==> config.mk <==
export PLATFORM = sky130hd
export DESIGN_NAME = supervisor_top
export DESIGN_NICKNAME = d
export VERILOG_FILES = /design/src/rtl/supv_pkg.sv /design/src/rtl/supv_sync.sv /design/src/rtl/supv_stretch.sv /design/src/rtl/supv_wdog.sv /design/src/rtl/supervisor_top.sv
export SDC_FILE = /design/constraint.sdc
export NUM_CORES = 1
export LEC_CHECK = 0
export BUFFER_PORTS_ARGS = -buffer_cell sky130_fd_sc_hd__buf_2
export CAP_MARGIN = 20
export CORE_ASPECT_RATIO = 0.5
export CORE_UTILIZATION = 26
export DETAILED_ROUTE_END_ITERATION = 10
export GPL_ROUTABILITY_DRIVEN = 0
export PLACE_DENSITY = 0.43
export SKIP_LAST_GASP = 1
export SYNTH_ARGS = -nofsm -noshare
export SYNTH_HDL_FRONTEND = slang
export SYNTH_SLANG_ARGS = --single-unit
==> constraint.sdc <==
create_clock -name clk -period 3.2 [get_ports clk]
set_clock_uncertainty 0.2 [all_clocks]
set_input_delay 0.64 -clock clk [delete_from_list [all_inputs] [get_ports clk]]
set_output_delay 0.64 -clock clk [all_outputs]
set_load 0.005 [all_outputs]
==> src/rtl/supv_pkg.sv <==
package supv_pkg;
   typedef enum logic {
      WD_PER_LONG  = 1'b0,
      WD_PER_SHORT = 1'b1
   } wd_per_e;

   // bits needed to hold the values 0 .. n-1
   function automatic int unsigned cnt_bits(input int unsigned n);
      return (n < 2) ? 1 : $clog2(n);
   endfunction
endpackage

==> src/rtl/supv_sync.sv <==
module supv_sync #(
   parameter int unsigned STAGES = 2
) (
   input  logic clk,
   input  logic rst_n,
   input  logic d,
   output logic toggled
);
   logic [STAGES-1:0] chain;
   logic              prev;

   for (genvar i = 0; i < STAGES; i++) begin : g_stage
      if (i == 0) begin : g_first
         always_ff @(posedge clk or negedge rst_n) begin
            if (!rst_n) chain[0] <= 1'b0;
            else        chain[0] <= d;
         end
      end else begin : g_next
         always_ff @(posedge clk or negedge rst_n) begin
            if (!rst_n) chain[i] <= 1'b0;
            else        chain[i] <= chain[i-1];
         end
      end
   end

   always_ff @(posedge clk or negedge rst_n) begin
      if (!rst_n) prev <= 1'b0;
      else        prev <= chain[STAGES-1];
   end

   assign toggled = chain[STAGES-1] ^ prev;
endmodule

==> src/rtl/supv_stretch.sv <==
module supv_stretch
   import supv_pkg::*;
#(
   parameter int unsigned PULSE_SHORT = 512,
   parameter int unsigned PULSE_LONG  = 2048
) (
   input  logic clk,
   input  logic rst_n,
   input  logic tick_en,
   input  logic supply_ok,
   input  logic trip,
   input  logic long_pulse,
   output logic active
);
   localparam int unsigned PMAX = (PULSE_LONG > PULSE_SHORT) ? PULSE_LONG : PULSE_SHORT;
   localparam int unsigned CW   = cnt_bits(PMAX);
   localparam logic [CW-1:0] LAST_S = CW'(PULSE_SHORT - 1);
   localparam logic [CW-1:0] LAST_L = CW'(PULSE_LONG - 1);

   logic [CW-1:0] cnt;
   logic [CW-1:0] last;

   assign last = long_pulse ? LAST_L : LAST_S;

   always_ff @(posedge clk or negedge rst_n) begin
      if (!rst_n) begin
         active <= 1'b1;
         cnt    <= '0;
      end else if (!supply_ok || trip) begin
         active <= 1'b1;
         cnt    <= '0;
      end else if (active && tick_en) begin
         if (cnt >= last) begin
            active <= 1'b0;
            cnt    <= '0;
         end else begin
            cnt <= cnt + 1'b1;
         end
      end
   end
endmodule

==> src/rtl/supv_wdog.sv <==
module supv_wdog
   import supv_pkg::*;
#(
   parameter int unsigned WD_SHORT = 1024,
   parameter int unsigned WD_LONG  = 16384
) (
   input  logic clk,
   input  logic rst_n,
   input  logic tick_en,
   input  logic supply_ok,
   input  logic hold,
   input  logic in_edge,
   input  logic wd_off,
   input  logic short_sel,
   output logic trip,
   output logic status
);
   localparam int unsigned CW = cnt_bits(WD_LONG);
   localparam logic [CW-1:0] LIM_S = CW'(WD_SHORT - 1);
   localparam logic [CW-1:0] LIM_L = CW'(WD_LONG - 1);

   logic [CW-1:0] cnt;
   logic [CW-1:0] lim;
   logic          armed;
   wd_per_e       per;

   assign per  = (armed && short_sel) ? WD_PER_SHORT : WD_PER_LONG;
   assign lim  = (per == WD_PER_SHORT) ? LIM_S : LIM_L;
   assign trip = tick_en && !hold && !wd_off && !in_edge && (cnt >= lim);

   always_ff @(posedge clk or negedge rst_n) begin
      if (!rst_n) begin
         cnt   <= '0;
         armed <= 1'b0;
      end else if (hold) begin
         cnt   <= '0;
         armed <= 1'b0;
      end else if (wd_off) begin
         cnt <= '0;
      end else if (in_edge) begin
         cnt   <= '0;
         armed <= 1'b1;
      end else if (trip) begin
         cnt <= '0;
      end else if (tick_en) begin
         cnt <= cnt + 1'b1;
      end
   end

   always_ff @(posedge clk or negedge rst_n) begin
      if (!rst_n)         status <= 1'b1;
      else if (!supply_ok) status <= 1'b1;
      else if (in_edge)   status <= 1'b1;
      else if (trip)      status <= 1'b0;
   end
endmodule

==> src/rtl/supervisor_top.sv <==
module supervisor_top
   import supv_pkg::*;
#(
   parameter int unsigned PULSE_SHORT = 512,
   parameter int unsigned PULSE_LONG  = 2048,
   parameter int unsigned WD_SHORT    = 1024,
   parameter int unsigned WD_LONG     = 16384,
   parameter int unsigned SYNC_STAGES = 2
) (
   input  logic clk,
   input  logic rst_n,
   input  logic tick_en,
   input  logic supply_ok,
   input  logic wd_in,
   input  logic wd_off,
   input  logic short_sel,
   input  logic long_pulse,
   output logic rst_out_n,
   output logic rst_out,
   output logic wd_status
);
   if (PULSE_SHORT < 1 || PULSE_LONG < 1) begin : g_bad_pulse
      $error("reset pulse widths must be at least one tick");
   end
   if (WD_SHORT < 1 || WD_SHORT > WD_LONG) begin : g_bad_wd
      $error("watchdog periods need 1 <= WD_SHORT <= WD_LONG");
   end
   if (SYNC_STAGES < 2) begin : g_bad_sync
      $error("SYNC_STAGES must be at least 2");
   end

   logic in_edge;
   logic trip;
   logic active;

   supv_sync #(.STAGES(SYNC_STAGES)) u_sync (
      .clk     (clk),
      .rst_n   (rst_n),
      .d       (wd_in),
      .toggled (in_edge)
   );

   supv_wdog #(.WD_SHORT(WD_SHORT), .WD_LONG(WD_LONG)) u_wdog (
      .clk       (clk),
      .rst_n     (rst_n),
      .tick_en   (tick_en),
      .supply_ok (supply_ok),
      .hold      (active),
      .in_edge   (in_edge),
      .wd_off    (wd_off),
      .short_sel (short_sel),
      .trip      (trip),
      .status    (wd_status)
   );

   supv_stretch #(.PULSE_SHORT(PULSE_SHORT), .PULSE_LONG(PULSE_LONG)) u_stretch (
      .clk        (clk),
      .rst_n      (rst_n),
      .tick_en    (tick_en),
      .supply_ok  (supply_ok),
      .trip       (trip),
      .long_pulse (long_pulse),
      .active     (active)
   );

   assign rst_out_n = ~active;
   assign rst_out   = active;
endmodule

==> impl_metrics.ini <==
[status]
run_status = finished with violations
violated_checks = design-rule violations

[logic_synthesis]
post_synth.cell_area_avg_um2 = 9.420
synth_fp_nets = 186
synth_seq_area_share_pct = 47.48
mapped_cell_area_um2 = 1639
synth.area.top_cells = sky130_fd_sc_hd__dfrtp_1 44%, sky130_fd_sc_hd__a21oi_1 4.9%, sky130_fd_sc_hd__nand2_1 4.8%
post-synth-top-area-cell = sky130_fd_sc_hd__dfrtp_1
yosysWarnings = 0
synth_top_cell_area_share_pct = 44.27
synth_register_bits = 31
synth_cell_types = 39
synthesis.instances = 174

[cts]
cts-buffers-inserted = 5
cts_hold_buffers = 0
post_cts_resized = 0
clock-root-buffer = sky130_fd_sc_hd__clkbuf_16
h-tree-depth = 2
post-cts-setup-buffer-count = 0
cts_tree = built
cts.reportedPaths.clkPinSlew_ps = 50
tritoncts_num_sinks = 31
worstSkewPairLatency_ps = 270
cts-root-to-sink-buffers = 2

[global_routing]
remaining_global_route_overflow = 0
first_global_vias = 1235
grt.total_usage_pct = 11.62
grt_antenna_before_repair = 0
global_route_wire_length_before_repair_um = 5871
maximum_number_of_pins_on_one_net_before_global_route_repair = 32

[worst_setup_path]
worstSetupStartpointType = flop
path_class = flop to flop
delay_contributed_by_the_slowest_stage_of_the_critical_path_ps = 560
critical_path.cell_chain = ha_1 > nand4_2 > o32ai_4 > a31oi_2 > or4_1 > a21oi_1
element_type_at_the_critical_path_end = flop
cp_data_required_time_ps = 3200
slowest_library_cell_on_the_worst_path = sky130_fd_sc_hd__or4_1
critical_path_peak_fanout = 18
worstPathArrival_ps = 2590

[layout]
layoutNonFillerInstCount = 280
antenna-diode-count = 0
area.growth.synth_to_final_pct = 18.70
layout-drive-gt1-share_pct = 15.10
layout_commonest_cell = sky130_fd_sc_hd__dfrtp_1
final_net_count = 203
final_core_utilization_pct = 32.00
most_used_cells_in_the_layout_excluding_fill_and_tap_cells = 29 x sky130_fd_sc_hd__dfrtp_1, 21 x sky130_fd_sc_hd__nand2_1, 16 x sky130_fd_sc_hd__a21oi_1

[pwr]
leakagePower_nw = 0.7914
power_per_cell_area_nw_per_um2 = 453.7
irDropWorstVdd_mv = 0.1785

[sta]
rsz0062_at_grt = false
setup_tns_ps = 0
period_share_pct = 80.87
timing_worst_slew_pin_value_ps = 722.1
slew_headroom_pct = 51.71
report.final.setup_viol = 0
finalWorstSetupSlack_ps = 612.0
timing.final.max_slew_violations = 0
timing_hold_violations_final = 0
min_tclk_post_route_ps = 2588
fmaxAchievable_ghz = 0.3864

[run]
max_cap_viol_count = 0

[die]
io-pin-count = 11
die_height_um = 58.15
effective_utilization_at_floorplan_pct = 26.95
core-area_um2 = 6081
dieWidth_um = 114.3
floorplan.die_area_um2 = 6645
rows = 20

[detailed_routing]
detailedRoute.firstIterationViolations = 59
drt-pass1-iter-count = 8
vias = 1356
route.detailed.drc = 1
post_drt_via_cell_ratio = 4.843
wl_per_cell_um = 12.18
post_route_ant_nets = 0
detail_route.wirelength_um = 3410

[placed_design]
place.detailed.hpwl_um = 2410
dp.cells = 272
placement.setup.worst_slack_ps = 502.0
port-buffer-count = 10

[min_path]
min-delay-path-class = flop to flop
[layer usage]
metal / part of all wire (%) / global-route usage (%)
met5: 0 / 0
met1: 52 / 14.24
met2: 45 / 19.22
met3: 2.2 / 3.556
met4: 1.1 / 5.009
[kinds of logic (layout without fill, tap and decap cells)]
logic type / count (synthesis) / after routing / share of synthesized area [%]
AO/OA/AOI/OAI: 46 / 46 / 19.47
buffers and inverters: 9 / 27 / 2.213
adder cells (fa/ha/maj): 4 / 4 / 3.054
XOR/XNOR: 6 / 6 / 3.206
multiplexers: 2 / 2 / 1.298
flip-flops: 31 / 31 / 47.48
AND/OR/NAND/NOR: 76 / 76 / 23.28
[synth_stat cells]
master                     instances
sky130_fd_sc_hd__a31oi_2           1
sky130_fd_sc_hd__ha_1              4
sky130_fd_sc_hd__or3_1             6
sky130_fd_sc_hd__inv_1             5
sky130_fd_sc_hd__or4_1             3
sky130_fd_sc_hd__and2_1            1
sky130_fd_sc_hd__buf_2             2
sky130_fd_sc_hd__inv_2             1
sky130_fd_sc_hd__o211ai_1          2
sky130_fd_sc_hd__xnor2_1           4
sky130_fd_sc_hd__o32ai_4           1
sky130_fd_sc_hd__and4_1            1
sky130_fd_sc_hd__xor2_1            2
sky130_fd_sc_hd__o31ai_1           4
sky130_fd_sc_hd__o21ai_1           6
sky130_fd_sc_hd__a21oi_1          16
sky130_fd_sc_hd__a22o_1            3
sky130_fd_sc_hd__o21ai_0           2
sky130_fd_sc_hd__a21boi_2          1
sky130_fd_sc_hd__a41oi_1           1
sky130_fd_sc_hd__dfrtp_1          29
sky130_fd_sc_hd__a31o_2            1
sky130_fd_sc_hd__o21ba_1           1
sky130_fd_sc_hd__o21a_1            2
sky130_fd_sc_hd__clkbuf_1          1
sky130_fd_sc_hd__nor4_1            4
sky130_fd_sc_hd__nor3_1            4
sky130_fd_sc_hd__nand3_1          13
sky130_fd_sc_hd__mux2_2            1
sky130_fd_sc_hd__nand4_2           1
sky130_fd_sc_hd__a21o_1            2
sky130_fd_sc_hd__a31oi_1           3
sky130_fd_sc_hd__nand2b_1          2
sky130_fd_sc_hd__nand4_1           6
sky130_fd_sc_hd__or2_2             1
sky130_fd_sc_hd__nor2_1           13
sky130_fd_sc_hd__mux2i_1           1
sky130_fd_sc_hd__dfstp_2           2
sky130_fd_sc_hd__nand2_1          21
[critical path: cells and delay by family, from the launching register on]
kind | cells | cell delay (ps)
AO/OA/AOI/OAI | 3 | 900
adder cells (fa/ha/maj) | 1 | 250
flip-flops | 1 | 390
AND/OR/NAND/NOR | 2 | 770
[registers in the layout (all words and copies together), names as in the netlist]
name / count
u_sync.prev: 1
u_wdog.status: 1
u_stretch.cnt: 11
u_wdog.cnt: 14
u_stretch.active: 1
u_wdog.armed: 1
u_sync.chain: 2
[final cells by class]
type                       instances  area, um^2
fill                             638        4135
multi-input combinational        134       824.5
sequential                        31       778.2
clock buffer                       7       132.6
tap                               88       110.1
timing repair buffer              13       72.57
inverter                           6       22.52
clock inverter                     1       5.005
[final timing paths]
kind,startpoint,endpoint,slack (ps),depth (start not counted)
hold / removal,u_sync.chain[0],u_sync.chain[1],150,0
min in group asynchronous,rst_n,u_stretch.cnt[4],220,1
max in group asynchronous,rst_n,u_wdog.cnt[9],2120,1
hold reg to reg,u_sync.chain[0],u_sync.chain[1],150,0
setup / recovery,u_wdog.cnt[1],u_stretch.cnt[10],610,6
setup reg to reg,u_wdog.cnt[1],u_stretch.cnt[10],610,6
[stage by stage]
stage / cell area (um^2) / hold slack (ps) / total power, mW
global route: 1946 / 162.3 / 0.9246
finish: 1946 / 145.3 / 0.8827
global placement: 1808 / 135.7 / 0.4418
CTS: 1946 / 149.7 / 0.8999
floorplan: 1639 / 131.2 / 0.4221
detailed placement: 1808 / 138.1 / 0.4422
[power by group]
group	internal [mW]	switching [mW]	total [mW]
clock network	0.287	0.161	0.448
logic	0.0102	0.0238	0.0340
registers	0.397	0.00385	0.401
Note: power is estimated with default switching activity, not from simulation.
